## config.mk

```make
export PLATFORM = sky130hd
export DESIGN_NAME = busarb_ctrl
export DESIGN_NICKNAME = d
export VERILOG_FILES = /design/src/rtl/busarb_pkg.sv /design/src/rtl/busarb_sync.sv /design/src/rtl/busarb_gate.sv /design/src/rtl/busarb_fsm.sv /design/src/rtl/busarb_float.sv /design/src/rtl/busarb_ctrl.sv
export SDC_FILE = /design/constraint.sdc
export NUM_CORES = 1
export LEC_CHECK = 0
export ABC_AREA = 1
export CAP_MARGIN = 5
export CELL_PAD_IN_SITES_DETAIL_PLACEMENT = 1
export CELL_PAD_IN_SITES_GLOBAL_PLACEMENT = 1
export CORE_AREA = 4 4 41 43
export CTS_CLUSTER_SIZE = 12
export DETAILED_ROUTE_END_ITERATION = 12
export DIE_AREA = 0 0 45 47
export DONT_BUFFER_PORTS = 1
export PLACE_DENSITY_LB_ADDON = 0.3
export SLEW_MARGIN = 40
export SYNTH_ARGS = -nofsm -noshare
export SYNTH_HDL_FRONTEND = slang
export SYNTH_SLANG_ARGS = --single-unit
```

## constraint.sdc

```tcl
create_clock -name clk -period 1.3 [get_ports clk]
set_input_delay 0.195 -clock clk [delete_from_list [all_inputs] [get_ports clk]]
set_output_delay 0.195 -clock clk [all_outputs]
set_load 0.05 [all_outputs]
```

## src/rtl/busarb_pkg.sv

```systemverilog
package busarb_pkg;

   // State codes; the values 1 and 4 are deliberately left unused.
   typedef enum logic [2:0] {
      ARB_OWN     = 3'd0,
      ARB_GRANT   = 3'd2,
      ARB_TAKEN   = 3'd3,
      ARB_DROP    = 3'd5,
      ARB_REQUEUE = 3'd6,
      ARB_REGRANT = 3'd7
   } arb_state_e;

   localparam int unsigned ARB_STATE_W = $bits(arb_state_e);

endpackage

```

## src/rtl/busarb_sync.sv

```systemverilog
module busarb_sync #(
   parameter int unsigned STAGES    = 2,
   parameter bit          RESET_VAL = 1'b0
) (
   input  logic clk,
   input  logic rst_n,
   input  logic d_async,
   output logic q_sync
);

   generate
      if (STAGES < 1 || STAGES > 2) begin : g_bad_depth
         $error("busarb_sync: STAGES must be 1 or 2");
      end

      if (STAGES == 1) begin : g_single
         logic stage_q;
         always_ff @(posedge clk or negedge rst_n) begin
            if (!rst_n) stage_q <= RESET_VAL;
            else        stage_q <= d_async;
         end
         assign q_sync = stage_q;
      end else begin : g_chain
         logic [STAGES-1:0] chain_q;
         always_ff @(posedge clk or negedge rst_n) begin
            if (!rst_n) chain_q <= {STAGES{RESET_VAL}};
            else        chain_q <= {chain_q[STAGES-2:0], d_async};
         end
         assign q_sync = chain_q[STAGES-1];
      end
   endgenerate

endmodule

```

## src/rtl/busarb_gate.sv

```systemverilog
module busarb_gate #(
   parameter int unsigned        SHOW_W     = 2,
   parameter logic [SHOW_W-1:0]  SHOW_BLOCK = 2'b01,
   parameter bit                 LAST_EARLY = 1'b1
) (
   input  logic              xfer_active,
   input  logic              xfer_last,
   input  logic              rmw_lock,
   input  logic [SHOW_W-1:0] show_mode,
   output logic              grant_ok
);

   logic xfer_hold;

   generate
      if (SHOW_W < 1) begin : g_bad_width
         $error("busarb_gate: SHOW_W must be at least 1");
      end

      if (LAST_EARLY) begin : g_last_early
         // Grant may be latched on the edge that ends the final cycle.
         assign xfer_hold = xfer_active && !xfer_last;
      end else begin : g_last_late
         // Grant waits until the transfer flag itself has dropped.
         assign xfer_hold = xfer_active;
      end
   endgenerate

   always_comb begin
      grant_ok = 1'b1;
      if (xfer_hold)                grant_ok = 1'b0;
      if (rmw_lock)                 grant_ok = 1'b0;
      if (show_mode == SHOW_BLOCK)  grant_ok = 1'b0;
   end

endmodule

```

## src/rtl/busarb_fsm.sv

```systemverilog
module busarb_fsm
   import busarb_pkg::*;
(
   input  logic                   clk,
   input  logic                   rst_n,
   input  logic                   req,
   input  logic                   ack,
   input  logic                   grant_ok,
   output logic                   grant,
   output logic                   tri_req,
   output logic [ARB_STATE_W-1:0] state_code
);

   arb_state_e state_q, state_d;

   always_ff @(posedge clk or negedge rst_n) begin
      if (!rst_n) state_q <= ARB_OWN;
      else        state_q <= state_d;
   end

   always_comb begin
      state_d = state_q;
      unique case (state_q)
         ARB_OWN: begin
            if (req && grant_ok) state_d = ARB_GRANT;
         end
         ARB_GRANT: begin
            if (ack)       state_d = ARB_TAKEN;
            else if (!req) state_d = ARB_OWN;
         end
         ARB_TAKEN: begin
            if (!ack)     state_d = ARB_DROP;
            else if (req) state_d = ARB_REQUEUE;
         end
         ARB_DROP: begin
            state_d = ARB_OWN;
         end
         ARB_REQUEUE: begin
            if (!ack) begin
               if (req && grant_ok) state_d = ARB_REGRANT;
               else                 state_d = ARB_DROP;
            end else if (!req) begin
               state_d = ARB_TAKEN;
            end
         end
         ARB_REGRANT: begin
            if (ack)       state_d = ARB_TAKEN;
            else if (!req) state_d = ARB_DROP;
         end
         default: state_d = ARB_OWN;
      endcase
   end

   assign grant      = (state_q == ARB_GRANT) || (state_q == ARB_REGRANT);
   assign tri_req    = (state_q == ARB_TAKEN) || (state_q == ARB_REQUEUE) ||
                       (state_q == ARB_REGRANT);
   assign state_code = state_q;

endmodule

```

## src/rtl/busarb_float.sv

```systemverilog
module busarb_float (
   input  logic clk,
   input  logic rst_n,
   input  logic tri_req,
   input  logic addr_strobe,
   input  logic rmw_lock,
   output logic bus_float
);

   logic float_q;
   logic local_idle;

   assign local_idle = !addr_strobe && !rmw_lock;

   always_ff @(posedge clk or negedge rst_n) begin
      if (!rst_n) float_q <= 1'b0;
      else        float_q <= tri_req && (float_q || local_idle);
   end

   assign bus_float = float_q;

endmodule

```

## src/rtl/busarb_ctrl.sv

```systemverilog
module busarb_ctrl
   import busarb_pkg::*;
#(
   parameter int unsigned       SYNC_STAGES = 2,
   parameter int unsigned       SHOW_W      = 2,
   parameter logic [SHOW_W-1:0] SHOW_BLOCK  = 2'b01,
   parameter bit                LAST_EARLY  = 1'b1
) (
   input  logic              clk,
   input  logic              rst_n,
   input  logic              br_async_i,
   input  logic              bgack_async_i,
   input  logic              xfer_active_i,
   input  logic              xfer_last_i,
   input  logic              rmw_lock_i,
   input  logic              addr_strobe_i,
   input  logic [SHOW_W-1:0] show_mode_i,
   output logic              grant_o,
   output logic              tristate_o,
   output logic              bus_float_o
);

   logic                   req_s;
   logic                   ack_s;
   logic                   grant_ok;
   logic [ARB_STATE_W-1:0] state_code;

   busarb_sync #(.STAGES(SYNC_STAGES), .RESET_VAL(1'b0)) u_sync_req (
      .clk     (clk),
      .rst_n   (rst_n),
      .d_async (br_async_i),
      .q_sync  (req_s)
   );

   busarb_sync #(.STAGES(SYNC_STAGES), .RESET_VAL(1'b0)) u_sync_ack (
      .clk     (clk),
      .rst_n   (rst_n),
      .d_async (bgack_async_i),
      .q_sync  (ack_s)
   );

   busarb_gate #(
      .SHOW_W     (SHOW_W),
      .SHOW_BLOCK (SHOW_BLOCK),
      .LAST_EARLY (LAST_EARLY)
   ) u_gate (
      .xfer_active (xfer_active_i),
      .xfer_last   (xfer_last_i),
      .rmw_lock    (rmw_lock_i),
      .show_mode   (show_mode_i),
      .grant_ok    (grant_ok)
   );

   busarb_fsm u_fsm (
      .clk        (clk),
      .rst_n      (rst_n),
      .req        (req_s),
      .ack        (ack_s),
      .grant_ok   (grant_ok),
      .grant      (grant_o),
      .tri_req    (tristate_o),
      .state_code (state_code)
   );

   busarb_float u_float (
      .clk         (clk),
      .rst_n       (rst_n),
      .tri_req     (tristate_o),
      .addr_strobe (addr_strobe_i),
      .rmw_lock    (rmw_lock_i),
      .bus_float   (bus_float_o)
   );

endmodule

```

After elaboration in Yosys (flattened, before gate mapping)
Cells that the tools add are included.
W data, S select, Z words.

word-level totals
  flip-flop bits (word level) = 8
  bits in latches = 0
  RAM bits = 0
  ROM bits = 0
  input bits = 10
  word-level logic and storage cells = 41
  memories kept = 0

cells by class
  add/subtract/negate cells = 0
  multiply operators = 0
  div/mod/pow operators = 0
  magnitude comparators = 0
  eq/ne operators = 10
  shift-type cells = 0
  muxes and demuxes = 14
  bitwise logic cells = 0
  reduce and logical (&&, ||, !) cells = 13

operators with widths
  cell                  count
  $mux W3               9
  $pmux W3 S5           1
  $ne A3 B3 Y1 const B  4
  $eq A3 B2 Y1 const B  2
  $eq A3 B3 Y1 const B  2
  $reduce_and A5 Y1     1
  $logic_and A1 B1 Y1   4
  $logic_or A1 B1 Y1    4
  $logic_not A1 Y1      3
  $logic_not A3 Y1      1
  $mux W1               3
  $eq A2 B1 Y1 const B  1
  $mux W2               1
  $ne A2 B1 Y1 const B  1

Depth between registers and ports, before layout
  depth after elaboration = 9
  gate-level depth with buffers = 7

Modules after synthesis
From an unflattened synthesis, not the netlist that was laid out.

second synthesis, totals
  cell total of the unflattened synthesis = 63
  area total of the unflattened synthesis = 446.7 um2

modules (own cells, without submodules)
  module        instances  cells each  area each (um2)  sequential area each (um2)
  busarb_fsm    1          47          277.8            75.1
  busarb_sync   2          2           50.0             50.0
  busarb_float  1          5           40.0             25.0
  busarb_gate   1          7           28.8             0.0

Worst setup path before layout
No wires, ideal clock.

  kind = flip-flop to output port
  start = reg u_fsm.state_q[2], in the netlist u_fsm.state_code[2]
  end = out tristate_o
  arrival = 0.928 ns
  required time = 1.105 ns
  setup slack = 0.177 ns
  stages on the path, launching flop included = 5
  buffers on the path = 0
  cell sequence = dfrtp_1 inv_2 nand2_2 nand2_1 inv_1

on the way
  word-level cells in the longest chain between the ends = 3
  elaborated cells between the ends (all ways) = 5
  classes of those cells = eq/ne: 3; reduce/logical: 2

RTL lines
  what                                          line               RTL
  start: declaration                            busarb_fsm.sv:14   arb_state_e state_q, state_d;
  start signal: assignment                      busarb_fsm.sv:18   else state_q <= state_d;
  $eq A3 B2 Y1 or $eq A3 B3 Y1 (tied branches)  busarb_fsm.sv:55   assign tri_req = (state_q == ARB_TAKEN) || (state_q == ARB_REQUEUE) ||
  $logic_or A1 B1 Y1                            busarb_fsm.sv:55
  $logic_or A1 B1 Y1 (*)                        busarb_fsm.sv:55
  end: declaration                              busarb_ctrl.sv:19  output logic tristate_o,

Mark *: on every way between the ends. The rest lies on a longest branch, timed or not.

Worst setup path in the final report
  start = reg u_fsm.state_q[0], in the netlist u_fsm.state_code[0]
  end = out tristate_o

The elaborated chain is that of the path after synthesis.

==> impl_metrics.csv <==
group,metric,value,unit
synthesis,synthDominantAreaCellType,"sky130_fd_sc_hd__dfrtp_1",
synthesis,synth_area,434,um2
pwr,static-leakage-power,0.308,nW
route,route.detailed.drc,0,
setup_path,critical_path_buf_inv_count,3,
clocking,tritoncts,"built",
setup_path,worstSetupPathDepth,5,
floorplan,die_outline_area,2120,um2
setup_path,reg2reg_from,"u_fsm.state_code[0]",
setup_path,worst_path_most_repeated_cell,"sky130_fd_sc_hd__inv_2",
run_status,status,"finished, violations left",
worst_hold_path,whs_path_depth,3,
floorplan,floorplan.initialDensity,33.4,%
flow_run,count_of_maximum_capacitance_violations,0,
clocking,numCtsBuffers,3,
synthesis,postSynth.asyncResetShare,100,%
placement,pre_cts_slack,0.104,ns
pwr,vdd_drop_max,0.000779,V
synthesis,synth_most_common_cell,"sky130_fd_sc_hd__nand2_1",
setup_path,worst_setup_path_category,"register to output port",
sta,layout_worst_path_cycle_share,102,%
synthesis,synth.area.top_cells,"sky130_fd_sc_hd__dfrtp_1, sky130_fd_sc_hd__nand2_1, sky130_fd_sc_hd__nand3_1, sky130_fd_sc_hd__nor2_1, sky130_fd_sc_hd__inv_1",
clocking,insertion_delay,0.24,ns
sta,max_slew_margin,68.8,%
synthesis,synth_seq_area_share,46.1,%
setup_path,rr_worst_depth,8,
sta,finalMaxSlewViolations,0,
setup_path,ff_to_ff_end,"u_fsm.state_code[2]",
synthesis,yosys_most_used_dff,"sky130_fd_sc_hd__dfrtp_1",
sta,min_period,1.32,ns
route,routed_via_density,4.80,
route,antenna_left,0,
setup_path,critPathLaunchType,"register",
synthesis,synth_register_bits,8,
worst_hold_path,worst_hold_path_type,"primary input to register",
placement,gp_routability_congestion,0.754,
sta,fin_hold_ws,0.137,ns
sta,setup-violations-final,2,
synthesis,synthDominantCellAreaShare,46.1,%
run_status,failed_checks,"setup timing",
clocking,cts_h_tree_lvls,1,
worst_hold_path,timing.hold.worst.start,"addr_strobe_i",
setup_path,critPathCaptureType,"output port",
setup_path,slowest_delay,0.43,ns
final_layout,finalNetCount,82,
pwr,pwr_density_cell,2140,nW/um2
final_layout,drive_above_1_share,40.0,%
setup_path,r2r_setup_slack,0.01,ns
placement,hpwlAfterDp,823,um
floorplan,dieWidth,45,um
global_route,grt_start_max_net_pins,10,
setup_path,worstPathCellList,"inv_2, nand2_4, nand2_2, inv_2, buf_12",
setup_path,timing.critical_path.fanout_max,3,
placement,io_buffers,0,
worst_hold_path,whs_endpoint,"u_float.bus_float",
synthesis,yosysWarnings,0,
clocking,numClockSinks,8,
floorplan,die_h,47,um
clocking,cts.clk_slew.worst_paths,0.05,ns
setup_path,critPathTopFamily,"flip-flops",
route,avgRoutedWirePerCell,12.5,um
floorplan,core_area,1300,um2
pwr,power,1.33,mW
synthesis,syn_avg_cell_area,7.62,um2
sta,fin_hold_viols,0,
sta,fin_skew,0.000553,ns
synthesis,synth.lib_cells_used.distinct,13,
route,initialDrtViolationCount,2,
clocking,clock_path_buffers,2,
synthesis,synth_commonest_cells,"sky130_fd_sc_hd__nand2_1, sky130_fd_sc_hd__nand3_1, sky130_fd_sc_hd__dfrtp_1",
final_layout,layout-area-overhead-vs-synth,42.9,%
setup_path,crit_slowest_cell,"sky130_fd_sc_hd__dfrtp_1",
sta,unrepaired_setup_endpoints_after_global_routing,"true",
synthesis,syn_inst,57,
synthesis,syn-num-nets,67,
clocking,cts_root_buf,"sky130_fd_sc_hd__clkbuf_4",
floorplan,floorplan.rows,13,
setup_path,timing.critical_path.arrival,1.13,ns
route,drt_first_pass_iters,2,
global_route,grtUsageTotal,12.2,%
sta,achievable-frequency,0.755,GHz
global_route,antenna_violations_before_repair,0,
final_layout,instances_no_fill,85,
synthesis,post_synth_edffs,0,
final_layout,diodes,0,
global_route,grt_first_pass_wirelength,1820,um
floorplan,io_pins,13,
route,vias,408,
sta,final.setup.worst_slack,-0.0239,ns
global_route,gr-total-overflow,0,
route,drt_wl_total,1070,um
sta,worst-slew-pin-transition,0.468,ns
global_route,number_of_global_route_vias_before_repair,445,
placement,numPlacedInstances,73,
setup_path,required_time_at_the_endpoint_of_the_critical_path,1.11,ns
metrics by stage:
stage,utilization (%),setup TNS (ns),cell area (um2)
floorplan,-,0,434
global placement,36.7,0,478
detailed placement,36.7,0,478
CTS,45.2,-0.0207,588
global route,47.7,-0.285,621
finish,47.7,-0.0456,621
cells in the final DEF (no fill, tap or decap), types with 3 or more instances in the layout:
cell | synthesis | layout
sky130_fd_sc_hd__buf_4 | 0 | 4
sky130_fd_sc_hd__clkbuf_4 | 0 | 3
sky130_fd_sc_hd__dfrtp_1 | 8 | 6
sky130_fd_sc_hd__dlygate4sd3_1 | 0 | 3
sky130_fd_sc_hd__inv_1 | 5 | 4
sky130_fd_sc_hd__inv_2 | 3 | 3
sky130_fd_sc_hd__nand2_1 | 15 | 13
sky130_fd_sc_hd__nand2_2 | 2 | 3
sky130_fd_sc_hd__nand3_1 | 10 | 6
sky130_fd_sc_hd__nand3_2 | 0 | 4
sky130_fd_sc_hd__nor2_1 | 7 | 6
flip-flops by register name, indices dropped and copies added (netlist names):
| register | count |
|---|---|
| u_fsm.state_code | 3 |
| u_sync_ack.g_chain.chain_q | 2 |
| u_sync_req.g_chain.chain_q | 2 |
| u_float.bus_float | 1 |
cell type report:
class / instances / area, um2
fillers: 156 / 681
multi-input cells: 40 / 221
flip-flops and latches: 8 / 203
repair buffers: 11 / 123
inverters: 8 / 32.5
clock buffers: 3 / 22.5
well taps: 15 / 18.8
routing by layer:
| layer | up-vias | routed length, um | global-route usage (%) |
|---|---|---|---|
| met1 | 191 | 430 | 13.9 |
| li1 | 208 | - | - |
| met4 | 0 | 14 | 8.77 |
| met5 | - | 0 | 0 |
| met3 | 2 | 28 | 2.30 |
| met2 | 7 | 591 | 20.6 |
how the worst max path moves through the flow:
| stage | from | endpoint | slack (ns) |
|---|---|---|---|
| 6_report | u_fsm.state_code[0] | tristate_o | -0.02 |
| 5_1_grt | u_fsm.state_code[0] | grant_o | -0.07 |
| 4_1_cts | u_fsm.state_code[0] | u_fsm.state_code[1] | -0.009 |
| 3_5_place_dp | u_fsm.state_code[2] | u_fsm.state_code[1] | 0.10 |
| 3_3_place_gp | u_fsm.state_code[2] | u_fsm.state_code[0] | 0.11 |
| 2_1_floorplan | u_fsm.state_code[2] | tristate_o | 0.18 |
report_power, final:
part           internal, mW  switching, mW
Clock                 0.105         0.0702
Sequential            0.300          0.101
Combinational         0.343          0.407
cells by family after synthesis:
family / Yosys count / share of synthesized area, %
AO/OA/AOI/OAI: 4 / 7.20
buffers and inverters: 9 / 10.4
flip-flops: 8 / 46.1
AND/OR/NAND/NOR: 36 / 36.3
timing repair:
action                     4_1_cts  5_1_grt
hold endpoints to repair        10        0
hold buffers                     3        0
resized for setup                6        8
setup buffers                    6        0
setup endpoints to repair        2        5
pin swaps                        0        5
tightest hold or removal path, cell delays in order:
cell and delay, ns:
sky130_fd_sc_hd__nor2_1 0.02, sky130_fd_sc_hd__nor2_1 0.08, sky130_fd_sc_hd__nor2_1 0.05
(Power assumes the default switching activity.)
